==> src/rtl/hpc_pkg.sv <==
`timescale 1ns/1ps
package hpc_pkg;
   localparam int unsigned BYTE_W = 8;

   localparam logic [BYTE_W-1:0] RA_CTRL = 8'h01;
   localparam logic [BYTE_W-1:0] RA_GAIN = 8'h02;
   localparam logic [BYTE_W-1:0] RA_DRV  = 8'h03;
   localparam logic [BYTE_W-1:0] RA_IDEN = 8'h04;

   typedef enum logic [2:0] {
      ST_IDLE,
      ST_RX,
      ST_ACKW,
      ST_ACK,
      ST_TX,
      ST_MACK
   } link_state_e;

   typedef enum logic [1:0] {
      RB_ADDR,
      RB_PTR,
      RB_DATA
   } rx_role_e;
endpackage

==> src/rtl/hpc_bus_sync.sv <==
`timescale 1ns/1ps
module hpc_bus_sync #(
   parameter int unsigned STAGES = 2
) (
   input  logic clk,
   input  logic rst_n,
   input  logic scl_i,
   input  logic sda_i,
   output logic scl_lvl,
   output logic sda_lvl,
   output logic scl_rise,
   output logic scl_fall,
   output logic start_det,
   output logic stop_det
);
   logic scl_q, sda_q;

   generate
      if (STAGES == 1) begin : g_single
         logic scl_ff, sda_ff;
         always_ff @(posedge clk or negedge rst_n) begin
            if (!rst_n) begin
               scl_ff <= 1'b1;
               sda_ff <= 1'b1;
            end else begin
               scl_ff <= scl_i;
               sda_ff <= sda_i;
            end
         end
         assign scl_lvl = scl_ff;
         assign sda_lvl = sda_ff;
      end else begin : g_chain
         logic [STAGES-1:0] scl_ff, sda_ff;
         always_ff @(posedge clk or negedge rst_n) begin
            if (!rst_n) begin
               scl_ff <= '1;
               sda_ff <= '1;
            end else begin
               scl_ff <= {scl_ff[STAGES-2:0], scl_i};
               sda_ff <= {sda_ff[STAGES-2:0], sda_i};
            end
         end
         assign scl_lvl = scl_ff[STAGES-1];
         assign sda_lvl = sda_ff[STAGES-1];
      end
   endgenerate

   always_ff @(posedge clk or negedge rst_n) begin
      if (!rst_n) begin
         scl_q <= 1'b1;
         sda_q <= 1'b1;
      end else begin
         scl_q <= scl_lvl;
         sda_q <= sda_lvl;
      end
   end

   assign scl_rise  = !scl_q && scl_lvl;
   assign scl_fall  = scl_q && !scl_lvl;
   assign start_det = scl_q && scl_lvl && sda_q && !sda_lvl;
   assign stop_det  = scl_q && scl_lvl && !sda_q && sda_lvl;
endmodule

==> src/rtl/hpc_link.sv <==
`timescale 1ns/1ps
module hpc_link
   import hpc_pkg::*;
#(
   parameter logic [6:0]        DEV_ADDR  = 7'b1100000,
   parameter logic [BYTE_W-1:0] PTR_RESET = '0
) (
   input  logic              clk,
   input  logic              rst_n,
   input  logic              sda_lvl,
   input  logic              scl_rise,
   input  logic              scl_fall,
   input  logic              start_det,
   input  logic              stop_det,
   input  logic [BYTE_W-1:0] rd_data,
   output logic [BYTE_W-1:0] reg_ptr,
   output logic              wr_en,
   output logic [BYTE_W-1:0] wr_data,
   output logic              rd_take,
   output logic              sda_low
);
   link_state_e       state;
   rx_role_e          role;
   logic [2:0]        bitcnt;
   logic [6:0]        sreg;
   logic [BYTE_W-1:0] txreg;
   logic              rw;
   logic              mack;
   logic [BYTE_W-1:0] byte_in;
   logic              last_rx;

   always_comb begin
      byte_in = {sreg, sda_lvl};
      last_rx = (state == ST_RX) && scl_rise && (bitcnt == 3'd7);
      wr_en   = last_rx && (role == RB_DATA);
      wr_data = byte_in;
      rd_take = scl_fall &&
                (((state == ST_ACK) && (role == RB_ADDR) && rw) ||
                 ((state == ST_MACK) && mack));
   end

   always_ff @(posedge clk or negedge rst_n) begin
      if (!rst_n) begin
         state   <= ST_IDLE;
         role    <= RB_ADDR;
         bitcnt  <= '0;
         sreg    <= '0;
         txreg   <= '0;
         rw      <= 1'b0;
         mack    <= 1'b0;
         reg_ptr <= PTR_RESET;
         sda_low <= 1'b0;
      end else if (start_det) begin
         state   <= ST_RX;
         role    <= RB_ADDR;
         bitcnt  <= '0;
         sda_low <= 1'b0;
      end else if (stop_det) begin
         state   <= ST_IDLE;
         sda_low <= 1'b0;
      end else begin
         case (state)
            ST_RX: begin
               if (scl_rise) begin
                  sreg   <= byte_in[6:0];
                  bitcnt <= bitcnt + 3'd1;
                  if (bitcnt == 3'd7) begin
                     case (role)
                        RB_ADDR: begin
                           if (byte_in[7:1] == DEV_ADDR) begin
                              rw    <= byte_in[0];
                              state <= ST_ACKW;
                           end else begin
                              state <= ST_IDLE;
                           end
                        end
                        RB_PTR: begin
                           reg_ptr <= byte_in;
                           state   <= ST_ACKW;
                        end
                        default: begin
                           reg_ptr <= reg_ptr + 1'b1;
                           state   <= ST_ACKW;
                        end
                     endcase
                  end
               end
            end
            ST_ACKW: begin
               if (scl_fall) begin
                  sda_low <= 1'b1;
                  state   <= ST_ACK;
               end
            end
            ST_ACK: begin
               if (scl_fall) begin
                  bitcnt <= '0;
                  if ((role == RB_ADDR) && rw) begin
                     txreg   <= rd_data;
                     reg_ptr <= reg_ptr + 1'b1;
                     sda_low <= ~rd_data[7];
                     state   <= ST_TX;
                  end else begin
                     sda_low <= 1'b0;
                     state   <= ST_RX;
                     role    <= (role == RB_ADDR) ? RB_PTR : RB_DATA;
                  end
               end
            end
            ST_TX: begin
               if (scl_fall) begin
                  if (bitcnt == 3'd7) begin
                     sda_low <= 1'b0;
                     state   <= ST_MACK;
                  end else begin
                     txreg   <= {txreg[6:0], 1'b0};
                     sda_low <= ~txreg[6];
                     bitcnt  <= bitcnt + 3'd1;
                  end
               end
            end
            ST_MACK: begin
               if (scl_rise) begin
                  mack <= ~sda_lvl;
               end else if (scl_fall) begin
                  if (mack) begin
                     txreg   <= rd_data;
                     reg_ptr <= reg_ptr + 1'b1;
                     sda_low <= ~rd_data[7];
                     bitcnt  <= '0;
                     state   <= ST_TX;
                  end else begin
                     state <= ST_IDLE;
                  end
               end
            end
            default: ;
         endcase
      end
   end
endmodule

==> src/rtl/hpc_regfile.sv <==
`timescale 1ns/1ps
module hpc_regfile
   import hpc_pkg::*;
#(
   parameter logic [3:0] REV_CODE    = 4'b0101,
   parameter logic [1:0] VENDOR_CODE = 2'b00,
   parameter int unsigned VOL_W      = 5
) (
   input  logic              clk,
   input  logic              rst_n,
   input  logic [BYTE_W-1:0] reg_ptr,
   input  logic              wr_en,
   input  logic [BYTE_W-1:0] wr_data,
   input  logic              rd_take,
   input  logic              therm_evt_i,
   output logic [BYTE_W-1:0] rd_data,
   output logic              therm_flag,
   output logic              amp_en_l,
   output logic              amp_en_r,
   output logic              standby,
   output logic              mute_l,
   output logic              mute_r,
   output logic [VOL_W-1:0]  vol_code,
   output logic              hiz_l,
   output logic              hiz_r
);
   logic therm_set, therm_clr;

   assign therm_set = therm_evt_i && !standby;
   assign therm_clr = rd_take && (reg_ptr == RA_CTRL);

   always_ff @(posedge clk or negedge rst_n) begin
      if (!rst_n) begin
         amp_en_l <= 1'b0;
         amp_en_r <= 1'b0;
         standby  <= 1'b1;
         mute_l   <= 1'b1;
         mute_r   <= 1'b1;
         vol_code <= '0;
         hiz_l    <= 1'b0;
         hiz_r    <= 1'b0;
      end else if (wr_en) begin
         case (reg_ptr)
            RA_CTRL: begin
               amp_en_l <= wr_data[7];
               amp_en_r <= wr_data[6];
               standby  <= wr_data[0];
            end
            RA_GAIN: begin
               mute_l   <= wr_data[7];
               mute_r   <= wr_data[6];
               vol_code <= wr_data[VOL_W:1];
            end
            RA_DRV: begin
               hiz_l <= wr_data[1];
               hiz_r <= wr_data[0];
            end
            default: ;
         endcase
      end
   end

   always_ff @(posedge clk or negedge rst_n) begin
      if (!rst_n)         therm_flag <= 1'b0;
      else if (therm_set) therm_flag <= 1'b1;
      else if (therm_clr) therm_flag <= 1'b0;
   end

   always_comb begin
      case (reg_ptr)
         RA_CTRL: rd_data = {amp_en_l, amp_en_r, 4'b0000, therm_flag, standby};
         RA_GAIN: rd_data = {mute_l, mute_r, vol_code, 1'b0};
         RA_DRV:  rd_data = {6'b000000, hiz_l, hiz_r};
         RA_IDEN: rd_data = {VENDOR_CODE, 2'b00, REV_CODE};
         default: rd_data = '0;
      endcase
   end
endmodule

==> src/rtl/hp_ctrl_i2c_target.sv <==
`timescale 1ns/1ps
module hp_ctrl_i2c_target #(
   parameter int unsigned SYNC_STAGES = 2,
   parameter logic [6:0]  DEV_ADDR    = 7'b1100000,
   parameter logic [3:0]  REV_CODE    = 4'b0101,
   parameter logic [1:0]  VENDOR_CODE = 2'b00,
   parameter logic [7:0]  PTR_RESET   = 8'h00
) (
   input  logic       clk,
   input  logic       rst_n,
   input  logic       scl_i,
   input  logic       sda_i,
   output logic       sda_drive_low,
   input  logic       therm_evt_i,
   output logic       amp_en_l,
   output logic       amp_en_r,
   output logic       standby,
   output logic       mute_l,
   output logic       mute_r,
   output logic [4:0] vol_code,
   output logic       hiz_l,
   output logic       hiz_r
);
   localparam int unsigned VOL_W = 5;

   if (SYNC_STAGES < 1 || SYNC_STAGES > 4) begin : g_bad_sync
      initial $fatal(1, "SYNC_STAGES must lie in 1..4");
   end

   logic       scl_sync, sda_sync, scl_rise, scl_fall, start_det, stop_det;
   logic [7:0] reg_ptr, rd_data, wr_data;
   logic       wr_en, rd_take, therm_flag;

   hpc_bus_sync #(.STAGES(SYNC_STAGES)) u_sync (
      .clk      (clk),
      .rst_n    (rst_n),
      .scl_i    (scl_i),
      .sda_i    (sda_i),
      .scl_lvl  (scl_sync),
      .sda_lvl  (sda_sync),
      .scl_rise (scl_rise),
      .scl_fall (scl_fall),
      .start_det(start_det),
      .stop_det (stop_det)
   );

   hpc_link #(.DEV_ADDR(DEV_ADDR), .PTR_RESET(PTR_RESET)) u_link (
      .clk      (clk),
      .rst_n    (rst_n),
      .sda_lvl  (sda_sync),
      .scl_rise (scl_rise),
      .scl_fall (scl_fall),
      .start_det(start_det),
      .stop_det (stop_det),
      .rd_data  (rd_data),
      .reg_ptr  (reg_ptr),
      .wr_en    (wr_en),
      .wr_data  (wr_data),
      .rd_take  (rd_take),
      .sda_low  (sda_drive_low)
   );

   hpc_regfile #(.REV_CODE(REV_CODE), .VENDOR_CODE(VENDOR_CODE), .VOL_W(VOL_W)) u_regs (
      .clk        (clk),
      .rst_n      (rst_n),
      .reg_ptr    (reg_ptr),
      .wr_en      (wr_en),
      .wr_data    (wr_data),
      .rd_take    (rd_take),
      .therm_evt_i(therm_evt_i),
      .rd_data    (rd_data),
      .therm_flag (therm_flag),
      .amp_en_l   (amp_en_l),
      .amp_en_r   (amp_en_r),
      .standby    (standby),
      .mute_l     (mute_l),
      .mute_r     (mute_r),
      .vol_code   (vol_code),
      .hiz_l      (hiz_l),
      .hiz_r      (hiz_r)
   );
endmodule

==> config.mk <==
export PLATFORM = sky130hd
export DESIGN_NAME = hp_ctrl_i2c_target
export DESIGN_NICKNAME = d
export VERILOG_FILES = /design/src/rtl/hpc_pkg.sv /design/src/rtl/hpc_bus_sync.sv /design/src/rtl/hpc_link.sv /design/src/rtl/hpc_regfile.sv /design/src/rtl/hp_ctrl_i2c_target.sv
export SDC_FILE = /design/constraint.sdc
export NUM_CORES = 1
export LEC_CHECK = 0
export BUFFER_PORTS_ARGS = -buffer_cell sky130_fd_sc_hd__buf_4
export CAP_MARGIN = 40
export CORE_MARGIN = 5
export CORE_UTILIZATION = 28
export DETAILED_ROUTE_END_ITERATION = 10
export PLACE_DENSITY_LB_ADDON = 0.2
export RECOVER_POWER = 50
export SLEW_MARGIN = 10
export SYNTH_ARGS = -nofsm -noshare
export SYNTH_HDL_FRONTEND = slang
export SYNTH_SLANG_ARGS = --single-unit
==> constraint.sdc <==
create_clock -name clk -period 1.85 [get_ports clk]
set_input_delay 0.37 -clock clk [delete_from_list [all_inputs] [get_ports clk]]
set_output_delay 0.37 -clock clk [all_outputs]
set_load 0.05 [all_outputs]
# After elaboration in Yosys (flattened, before gate mapping)
# Index checks and enable logic that the tools add are counted.
# word_totals
reg_bits	52
word_cells	176
inputBits	5
# op_classes
n_mux	62
n_bitwise	5
n_addsub	2
eq_ne	41
n_reduce_logical	44
# op_table
cell	count
3-bit two-way mux	21
8-bit two-way mux	7
7-bit two-way mux	7
8-bit case mux with 4 select lines	1
4-bit by 3-bit inequality test with 1-bit output, second input constant	7
8-bit case mux with 3 select lines	1
7-bit case mux with 3 select lines	1
9-bit AND reduction	2
1-bit logical AND	17
8-bit by 2-bit equality test with 1-bit output, second input constant	2
2-bit two-way mux	8
8-bit case mux with 2 select lines	1
3-bit by 2-bit inequality test with 1-bit output, second input constant	5
3-bit case mux with 5 select lines	1
2-bit inequality test, second input constant	7
7-bit AND reduction	2
1-bit two-way mux	12
3-bit case mux with 4 select lines	1
4-bit AND reduction	3
11-bit AND reduction	1
2-bit by 1-bit inequality test with 1-bit output, second input constant	5
10-bit AND reduction	1
3-bit equality test, second input constant	3
8-bit by 1-bit adder with 8-bit output, second input constant	1
21 further kinds	37

# Longest topological paths before layout
# Gate-level depths: netlist (run 1).
# logic_depth
ltp_word	9
ltp_mapped	6
depth_no_buf	6

# Cells and area by module
# From an unflattened synthesis (run 1), not the netlist that was laid out.
# hier_totals
hier_cells	275
area_unflattened_um2	2946.6
# by_module_without_submodules
module	seq_area_each_um2	area_each_um2	instances	cells_per_inst
hpc_link	825.8	2018.2	1	203
hpc_regfile	329.1	738.2	1	62
hpc_bus_sync	157.7	190.2	1	10

# Least setup slack after synthesis (run 1)
# No wires, ideal clock.
# synth_timing
path_kind	register -> register
from	reg u_sync.scl_q
to	reg u_link.txreg[0]
arrival_ps	1865
path_buffers	1
path_slack_ps	-140
setup_time_ps	125
stages_incl_launch_ff	6
path_cell_list	dfstp_2 -> nand2b_1 -> clkbuf_2 -> a32o_2 -> nor4_4 -> mux2_2
# synth_via
elab_chain_cells	5
word_cells_on_any_way	15
classes_between	eq/ne (4); bitwise (2); reduce/logical (9)
# synth_rtl
element	line_no	text
start: declaration	hpc_bus_sync.sv:16	logic scl_q, sda_q;
start signal: assignment	hpc_bus_sync.sv:53	scl_q <= scl_lvl;
branches (longest 4 deep; another with 2-bit inequality test)	n/a	
10-bit AND reduction (no source line) *	n/a	
end signal: assignment	hpc_link.sv:99	txreg <= rd_data;
end signal: assignment	hpc_link.sv:116	txreg <= {txreg[6:0], 1'b0};
end signal: assignment	hpc_link.sv:127	txreg <= rd_data;
end: declaration	hpc_link.sv:26	logic [BYTE_W-1:0] txreg;
# Mark *: on every way between the ends.
# A chain may end at the register's enable or synchronous reset.

# Worst setup path after layout (run 1)
# layout_timing
from	reg u_link.state[1]
to	reg u_link.reg_ptr[6]
# layout_via
elab_chain_cells	3
word_cells_on_any_way	14
classes_between	eq/ne (11); mux (1); reduce/logical (2)
# layout_rtl
element	line_no	text
start: declaration	hpc_link.sv:22	link_state_e state;
start signal: assignment	hpc_link.sv:44	state <= ST_IDLE;
start signal: assignment	hpc_link.sv:54	state <= ST_RX;
start signal: assignment	hpc_link.sv:59	state <= ST_IDLE;
3-bit by 1-bit equality test with 1-bit output (tied with other cells)	hpc_link.sv:62	case (state)
2-bit by 1-bit inequality test with 1-bit output (no source line) (tied with other cells)	n/a	
11-bit AND reduction (no source line)	n/a	
end signal: assignment	hpc_link.sv:78	reg_ptr <= byte_in;
end signal: assignment	hpc_link.sv:82	reg_ptr <= reg_ptr + 1'b1;
end signal: assignment	hpc_link.sv:100	reg_ptr <= reg_ptr + 1'b1;
end: declaration	hpc_link.sv:16	output logic [BYTE_W-1:0] reg_ptr,
# Several ways; a longest one is shown, not always the timed one.

==> results of run 1 <==
registers in the layout, indices dropped and copies added (netlist names), 2 cells and up:
name,flops
u_link.role,2
u_sync.g_chain.scl_ff,2
u_regs.vol_code,5
u_sync.g_chain.sda_ff,2
u_link.reg_ptr,8
u_link.txreg,7
u_link.sreg,7
u_link.state,3
u_link.bitcnt,3
logic make-up after synthesis:
| kind of cell | share of synthesized area (%) |
|---|---|
| AO/OA/AOI/OAI | 16.3 |
| AND/OR/NAND/NOR | 16.1 |
| XOR/XNOR | 0.908 |
| flip-flops | 45.4 |
| adder cells (fa/ha/maj) | 3.03 |
| buffers and inverters | 3.29 |
| multiplexers | 15.1 |
final cells by class:
type,instances,area [um^2],share of cell area (%)
Clock buffer,5,68.8,1.62
Clock inverter,3,68.8,1.62
Inverter,10,41.3,0.974
Multi-Input combinational cell,190,1820,42.8
Sequential cell,52,1320,31.0
Tap cell,136,170,4.01
Timing Repair Buffer,95,758,17.9
placed cells by master, fill, tap and decap left out, drive strengths merged, types with 3 or more instances in the layout:
cell and count:
a2111oi 7, nor2 9, a31oi 3, nor2b 7, o31ai 4, buf 90
o21ai 8, nor3b 5, and3 3, ha 7, dfstp 9, nand3b 3
a21oi 9, nand4 3, a2bb2oi 5, mux2i 12, a22oi 3, nor4b 3
nand3 7, clkbuf 10, nand2 19, a22o 4, mux2 28, dfrtp 43
o41ai 3, nand2b 4, inv 10
path summary, 6_finish.rpt:
check | startpoint | cells after the start | to
worst max register to register | u_link.state[1]$_DFFE_PN0P_ | 6 | u_link.reg_ptr[6]$_DFFE_PN0P_
worst min register to register | u_sync.g_chain.sda_ff[0]$_DFF_PN1_ | 0 | u_sync.g_chain.sda_ff[1]$_DFF_PN1_
min in group asynchronous | rst_n | 1 | u_regs.vol_code[3]$_DFFE_PN0P_
max in group asynchronous | rst_n | 1 | u_link.state[1]$_DFFE_PN0P_
worst min-delay path | scl_i | 1 | u_sync.g_chain.scl_ff[0]$_DFF_PN1_
worst max-delay path | u_link.state[1]$_DFFE_PN0P_ | 6 | u_link.reg_ptr[6]$_DFFE_PN0P_
repair_timing:
action / in CTS / in global routing
endpoints found under the setup margin: 29 / 31
cloned: 1 / 1
pin swaps: 7 / 12
gates resized for setup: 25 / 51
hold buffers: 0 / 0
endpoints found under the hold margin: 0 / 0
buffers inserted: 2 / 11
layer usage:
metal  track usage [%]  part of all wire (%)
met1              19.8                    47
met2              19.6                    46
met3              2.45                   5.3
met4              3.97                   1.9
met5                 0                     0
metrics by stage:
step / setup slack, ps / hold slack (ps) / utilization (%)
after floorplan: -121 / 74.4 / -
after global placement: -194 / 346 / 35.5
after detailed placement: -164 / 347 / 35.5
after CTS: -40.6 / 117 / 38.3
after global routing: -97.1 / 145 / 41.6
final: -29.6 / 162 / 41.6
power breakdown:
part / switching (W) / internal (W) / total, W
clock network: 0.000430 / 0.000546 / 0.000976
logic: 0.000109 / 0.000105 / 0.000214
registers: 0.0000234 / 0.00117 / 0.00119
total: 0.000562 / 0.00182 / 0.00238
==> qor.yml, run 1 <==
status: "finished, violations left"
violations: "negative setup slack"
synthTopCellsByArea: "dfrtp_1, mux2_2, dfstp_2, mux2i_1, ha_1"
stdcell_count: 491
path_class: "flip-flop to flip-flop"
slowest_stage: "dfrtp_2"
grt_max_degree: 53
synth_top_area_share_pct: 37.2
syn_avg_cell_area_um2: 11.0
powerDensity_mw_per_mm2: 562
start_util_pct: 28.4
io_pins: 18
period_minus_slack_ps: 1880
ys.flop_type: "dfrtp_1"
hpwl_um: 5880
wl_per_cell_um: 17.7
fin_tns_setup_ps: -56.0
finalMaxSlewViolations: 0
ir_worst_vdd_mv: 0.414
grt_overflow_total: 0
synth_fp_nets: 274
die_x_um: 112
ys_warn_count: 0
cp.buffers_inverters: 2
antenna_found_initial: 0
synth_common_cells: "dfrtp_1, mux2_2, nand2_1"
drive_gt1_share_pct: 53.0
finalNetCount: 366
ys_ff_latch: 52
clkSinkCount: 52
gp_congestion: 0.870
yosysMostFrequentCell: "dfrtp_1"
power_w: 0.00238
r2r_setup_slack_ps: -30
drt_iter0_markers: 175
cts_tree: "done"
final_area_mm2: 0.00424
dp.cells: 468
ant_nets: 0
slew_headroom_pct: 9.79
postRouteWirelength_um: 8700
clock_path_buffers: 2
postSynthCellCount: 262
numCtsBuffers: 5
cp_max_fo: 10
die_h_um: 112
clock_latency_ps: 310
worst_pin_slew_ps: 1350
worst_path_largest_cell_delay_ps: 430
p_leak_nw: 1.90
vias: 2514
cp_top_family: "simple AND/OR/NAND/NOR gates"
grt_pass1_wl_um: 13400
htree_levels: 2
netlist_area_mm2: 0.00289
grt_pass1_vias: 2386
cts_root_buf: "clkbuf_8"
finalCritPeriodShare_pct: 102
antenna_cells: 0
crit_required_ps: 2070
die_area_mm2: 0.0125
arrival_ps: 2100
clock_skew_ps: 11.7
firstDrtPassIters: 4
detailed_place.area_mm2: 0.00362
numPortBuffers: 17
track_usage_pct: 13.3
synth.distinct_cells: 61
coreArea_mm2: 0.0102
max_freq_ghz: 0.532
rsz0062_at_grt: "yes"
num_rows: 37
clk_pin_slew_ps: 110
setup_viol: 3
endpoint_kind: "flip-flop"
max_cap_violations: 0
synth_edf_count: 0
fin_ws_ps: -29.6
viasPerCell: 5.12
yosysTopAreaCell: "dfrtp_1"
areaGrowthSynthToFinish_pct: 46.6
hold_viol: 0
startpoint_type: "flip-flop"
async_flop_share_pct: 100
yosysSeqAreaShare_pct: 45.4
fillerInstances: 1010
holdCritPathClass: "primary input to flip-flop"
path_cells: "buf_4, and3b_1, a32o_2, buf_8, or3_4, o22a_1"
drcViolationCount: 0
(Power assumes the default switching activity.)
==> inputs of run 2 (changes only) <==
==> constraint.sdc (replaced) <==
create_clock -name clk -period 1.85 [get_ports clk]
set_input_delay 0.0925 -clock clk [delete_from_list [all_inputs] [get_ports clk]]
set_output_delay 0.0925 -clock clk [all_outputs]
set_load 0.05 [all_outputs]
==> run 2 against run 1 <==
The flow still finishes with violations (negative setup slack). Cell count grew 0.61%. Core utilization increased by 0.29 points. Via count is 0.72% higher. Final area grew 0.71%. First-iteration DRC count is 9.7% higher. Non-clock buffer count increased by 3. Global-route usage hardly changed. Power up 0.27%. Largest power group unchanged.
==> qor.yml, run 2 (same netlist as run 1, synthesis figures left out) <==
drive_gt1_share_pct: 52.5  # was 53.0%
cts_tree: "done"  # unchanged
violations: "negative setup slack"  # unchanged
multi_input_area_mm2: 0.00182  # unchanged
grt_max_degree: 53  # unchanged
clk_pin_slew_ps: 110  # about the same
dp.cells: 468  # unchanged
coreArea_mm2: 0.0102  # unchanged
slowest_stage: "dfrtp_2"  # unchanged
top_regs: "u_link.reg_ptr x8, u_link.sreg x7, u_link.txreg x7"  # unchanged
vias: 2532  # was 2514
endpoint_kind: "flip-flop"  # unchanged
top_register: "u_link.reg_ptr"  # unchanged
die_area_mm2: 0.0125  # unchanged
arrival_ps: 2100  # about the same
hpwl_um: 5880  # unchanged
clock_latency_ps: 320  # was 310 ps
numCtsBuffers: 5  # unchanged
antenna_found_initial: 0  # unchanged
worst_pin_slew_ps: 1360  # was 1350 ps
holdCritPathClass: "primary input to flip-flop"  # unchanged
fin_ws_ps: -30.5  # was -29.6 ps
path_cells: "buf_4, and3b_1, a32o_2, buf_8, or3_4, o22a_1"  # unchanged
max_cap_violations: 0  # unchanged
power_w: 0.00239  # was 0.00238 W
worst_path_largest_cell_delay_ps: 430  # about the same
p_leak_nw: 1.91  # was 1.90 nW
finalMaxSlewViolations: 0  # unchanged
die_h_um: 112  # unchanged
path_class: "flip-flop to flip-flop"  # unchanged
antenna_cells: 0  # unchanged
track_usage_pct: 13.3  # about the same
areaGrowthSynthToFinish_pct: 47.6  # was 46.6%
dp_slack_ps: -164  # unchanged
clkSinkCount: 52  # unchanged
num_rows: 37  # unchanged
cts_root_buf: "clkbuf_8"  # unchanged
finalCritPeriodShare_pct: 102  # about the same
status: "finished, violations left"  # unchanged
numPortBuffers: 17  # unchanged
powerDensity_mw_per_mm2: 560  # was 562 mW/mm^2
slew_headroom_pct: 9.46  # was 9.79%
htree_levels: 2  # unchanged
stdcell_count: 494  # was 491
period_minus_slack_ps: 1880  # about the same
largest_reg_flops: 8  # unchanged
grt_overflow_total: 0  # unchanged
postRouteWirelength_um: 8710  # was 8700 um
ir_worst_vdd_mv: 0.415  # was 0.414 mV
final_common_cell: "buf_4"  # unchanged
grt_pass1_vias: 2396  # was 2386
rsz0062_at_grt: "yes"  # unchanged
setup_viol: 4  # was 3
finalNetCount: 369  # was 366
final_cell_mix: "buf_4, dfrtp_1, mux2_2"  # unchanged
viasPerCell: 5.13  # was 5.12
drcViolationCount: 0  # unchanged
startpoint_type: "flip-flop"  # unchanged
wl_per_cell_um: 17.6  # was 17.7 um
firstDrtPassIters: 4  # unchanged
start_util_pct: 28.4  # unchanged
fillerInstances: 1009  # was 1010
fin_tns_setup_ps: -61.5  # was -56.0 ps
cp_max_fo: 10  # unchanged
hold_ws_ps: 29.2  # was 162 ps
max_freq_ghz: 0.532  # about the same
io_pins: 18  # unchanged
hold_viol: 0  # unchanged
gp_congestion: 0.870  # unchanged
ant_nets: 0  # unchanged
drt_iter0_markers: 192  # was 175
grt_pass1_wl_um: 13400  # about the same
clock_skew_ps: 11.0  # was 11.7 ps
crit_required_ps: 2070  # about the same
clock_path_buffers: 2  # unchanged
die_x_um: 112  # unchanged
register_area_mm2: 0.00132  # unchanged
[run 2: cell count changes in the layout (fill, tap and decap cells not counted), sizes merged]
cell         change
dlygate4sd3      +3
[run 2: stage by stage]
| stage | util (%) | instance area [um^2] |
|---|---|---|
| 5_1_grt | 41.9 | 4270 |
| 3_3_place_gp | 35.5 | 3620 |
| 2_1_floorplan | - | 2900 |
| 6_report | 41.9 | 4270 |
| 4_1_cts | 38.6 | 3930 |
| 3_5_place_dp | 35.5 | 3620 |
[run 2: metal layers]
metal	wire length, um	track usage, %
met5	0	0
met4	181	3.97
met3	382	2.45
met2	3920	19.7
met1	4230	19.8
[run 2: final cells by class]
type	count	share of cell area (%)
Clock buffer	5	1.61
Clock inverter	3	1.61
Inverter	10	0.967
Multi-Input combinational cell	190	42.5
Sequential cell	52	30.8
Tap cell	136	3.98
Timing Repair Buffer	98	18.5
[run 2: worst paths after layout]
path / startpoint / to / slack [ps] / cells past startpoint
setup / recovery: u_link.state[1]$_DFFE_PN0P_ / u_link.reg_ptr[6]$_DFFE_PN0P_ / -30 / 6
hold / removal: therm_evt_i / u_regs.therm_flag$_DFFE_PN0P_ / 30 / 3
setup reg to reg: u_link.state[1]$_DFFE_PN0P_ / u_link.reg_ptr[6]$_DFFE_PN0P_ / -30 / 6
hold reg to reg: u_sync.g_chain.sda_ff[0]$_DFF_PN1_ / u_sync.g_chain.sda_ff[1]$_DFF_PN1_ / 360 / 0
max in group asynchronous: rst_n / u_link.state[1]$_DFFE_PN0P_ / 340 / 2
min in group asynchronous: rst_n / u_regs.vol_code[4]$_DFFE_PN0P_ / 620 / 2
[run 2: report_power, final]
group | total, W | internal [W] | switching, W
clock | 0.000977 | 0.000546 | 0.000432
sequential | 0.00119 | 0.00117 | 0.0000234
combinational | 0.000219 | 0.000110 | 0.000110
total | 0.00239 | 0.00183 | 0.000565
[run 2: worst max-delay path, delay by kind of cell, from the launching register on]
family	cells	cell delay (ps)
AND/OR/NAND/NOR	2	550
buffers and inverters	2	320
flip-flops	1	430
AO/OA/AOI/OAI	2	470
[run 2: what timing repair did]
item,CTS,global route
hold buffers,3,0
hold endpoints to repair,45,0
gates resized for setup,25,51
endpoints found under the setup margin,29,31
pin swaps,7,12
cloned,1,1
setup buffers,2,11
==> inputs of run 3 (changes only) <==
- CORE_UTILIZATION: 28 -> 45
- GPL_ROUTABILITY_DRIVEN: not set -> 0
==> run 3 against run 2 <==
The flow still finishes with violations (negative setup slack). Highest routed layer unchanged. Sequential power hardly changed. First-iteration DRC count is 27% higher. Die area is 35% lower. Core utilization is 21 points higher. Non-clock buffer count is 13 lower. Largest power group unchanged. Wire length is 13% lower.
==> qor.yml, run 3 (same netlist as run 1, synthesis figures left out) <==
grt_pass1_wl_um: 12500  # was 13400 um
firstDrtPassIters: 5  # was 4
power_w: 0.00207  # was 0.00239 W
cts_root_buf: "clkbuf_8"  # unchanged
rsz0062_at_grt: "yes"  # unchanged
status: "finished, violations left"  # unchanged
violations: "negative setup slack"  # unchanged
ir_worst_vdd_mv: 0.433  # was 0.415 mV
detailed_place.area_mm2: 0.00351  # was 0.00362 mm^2
dp.cells: 404  # was 468
max_cap_violations: 0  # unchanged
htree_levels: 2  # unchanged
startpoint_type: "flip-flop"  # unchanged
path_class: "flip-flop to flip-flop"  # unchanged
numCtsBuffers: 5  # unchanged
clkSinkCount: 52  # unchanged
top_regs: "u_link.reg_ptr x8, u_link.sreg x7, u_link.txreg x7"  # unchanged
num_rows: 29  # was 37
hpwl_um: 5470  # was 5880 um
drcViolationCount: 0  # unchanged
slew_headroom_pct: 15.2  # was 9.46%
met1_usage_pct: 27.0  # was 19.8%
coreArea_mm2: 0.00631  # was 0.0102 mm^2
max_freq_ghz: 0.537  # was 0.532 GHz
worst_pin_slew_ps: 1270  # was 1360 ps
top_register: "u_link.reg_ptr"  # unchanged
wl_per_cell_um: 18.0  # was 17.6 um
period_minus_slack_ps: 1860  # was 1880 ps
drive_gt1_share_pct: 48.3  # was 52.5%
min_from: "therm_evt_i"  # unchanged
postRouteWirelength_um: 7580  # was 8710 um
die_x_um: 90.2  # was 112 um
largest_reg_flops: 8  # unchanged
start_util_pct: 45.8  # was 28.4%
io_pins: 18  # unchanged
critical_path.startpoint: "u_link.bitcnt[1]$_DFFE_PN0P_"  # was u_link.state[1]$_DFFE_PN0P_
clock_path_buffers: 2  # unchanged
grt_use_met2_pct: 29.5  # was 19.7%
final_cell_mix: "buf_4, dfrtp_1, mux2_2"  # unchanged
grt_pass1_vias: 2459  # was 2396
powerDensity_mw_per_mm2: 526  # was 560 mW/mm^2
hold_viol: 0  # unchanged
finalNetCount: 355  # was 369
final_area_mm2: 0.00395  # was 0.00427 mm^2
holdCritPathClass: "primary input to flip-flop"  # unchanged
finalCritPeriodShare_pct: 101  # was 102%
final_common_cell: "buf_4"  # unchanged
track_usage_pct: 18.7  # was 13.3%
cp_max_fo: 7  # was 10
ant_nets: 0  # unchanged
busiest_layer: "met2"  # was met1
setup_viol: 3  # was 4
worst_r2r_startpoint: "u_link.bitcnt[1]$_DFFE_PN0P_"  # was u_link.state[1]$_DFFE_PN0P_
clock_skew_ps: 11.6  # was 11.0 ps
clk_pin_slew_ps: 110  # about the same
met3_usage_pct: 3.01  # was 2.45%
arrival_ps: 2070  # was 2100 ps
vias: 2503  # was 2532
grt_overflow_total: 0  # unchanged
viasPerCell: 5.95  # was 5.13
clock_latency_ps: 310  # was 320 ps
endpoint_kind: "flip-flop"  # unchanged
die_area_mm2: 0.00813  # was 0.0125 mm^2
grt_max_degree: 53  # unchanged
finalMaxSlewViolations: 0  # unchanged
antenna_cells: 0  # unchanged
stdcell_count: 421  # was 494
antenna_found_initial: 0  # unchanged
die_h_um: 90.2  # was 112 um
crit_required_ps: 2060  # was 2070 ps
p_leak_nw: 1.79  # was 1.91 nW
cts_tree: "done"  # unchanged
areaGrowthSynthToFinish_pct: 36.4  # was 47.6%
fin_ws_ps: -13.0  # was -30.5 ps
drt_iter0_markers: 243  # was 192
numPortBuffers: 17  # unchanged
==> run 3: cell types whose count changed in the layout (fill, tap and decap cells not counted), sizes merged <==
cell / previous run / this run
bufinv: 2 / 0
o32a: 2 / 1
clkinv: 0 / 2
buf: 90 / 79
clkbuf: 10 / 8
==> run 3: layout make-up <==
cell class / instances / area [um^2]
multi-input cells: 189 / 1740
repair buffers: 85 / 662
clock buffers: 5 / 68.8
fillers: 514 / 2370
well taps: 77 / 96.3
inverters: 10 / 37.5
clock inverters: 3 / 27.5
flip-flops and latches: 52 / 1320
==> run 3: worst paths after layout <==
| path | cells after the start | slack (ps) | end |
|---|---|---|---|
| min reg2reg | 0 | 360 | u_sync.g_chain.scl_ff[1]$_DFF_PN1_ |
| max in group asynchronous | 2 | 450 | u_link.state[0]$_DFFE_PN0P_ |
| min in group asynchronous | 2 | 570 | u_link.txreg[5]$_DFFE_PN0P_ |
| min | 3 | 20 | u_regs.therm_flag$_DFFE_PN0P_ |
| max reg2reg | 6 | -10 | u_link.reg_ptr[6]$_DFFE_PN0P_ |
| max | 6 | -10 | u_link.reg_ptr[6]$_DFFE_PN0P_ |
==> run 3: layer usage <==
metal  share of wire (%)  up-vias  wire [um]
met2                  46       96       3500
met4                 1.9        0        146
met3                 6.2       13        468
met1                  46     1237       3470
li1                    -     1157          -
met5                   0        -          0
==> run 3: report_power, final <==
group          internal, W  switching, W  total [W]
Clock             0.000278      0.000406   0.000685
Sequential         0.00117     0.0000213    0.00119
Combinational    0.0000985     0.0000995   0.000198
Total              0.00155      0.000527    0.00207
==> run 3: critical path: stages, from the launching register on <==
cell	delay, ps
dfrtp_1	370
ha_2	190
ha_4	170
nand2b_4	60
o32a_4	360
or3_4	400
o22a_1	210
==> run 3: repair_timing <==
item / 4_1_cts / 5_1_grt
hold buffers: 3 / 0
setup buffers: 3 / 3
pin swaps: 9 / 9
setup endpoints to repair: 29 / 32
endpoints found under the hold margin: 45 / 0
resized for setup: 27 / 32
==> run 3: through the flow <==
| stage | setup slack, ps | hold slack, ps | TNS (ps) | utilization (%) |
|---|---|---|---|---|
| 2_1_floorplan | -121 | -203 | -728 | - |
| 3_3_place_gp | -83.8 | 162 | -984 | 55.5 |
| 3_5_place_dp | -255 | 166 | -1750 | 55.5 |
| 4_1_cts | -65.8 | 25.0 | -231 | 59.7 |
| 5_1_grt | -79.1 | 23.6 | -956 | 62.5 |
| 6_report | -13.0 | 24.5 | -26.1 | 62.5 |
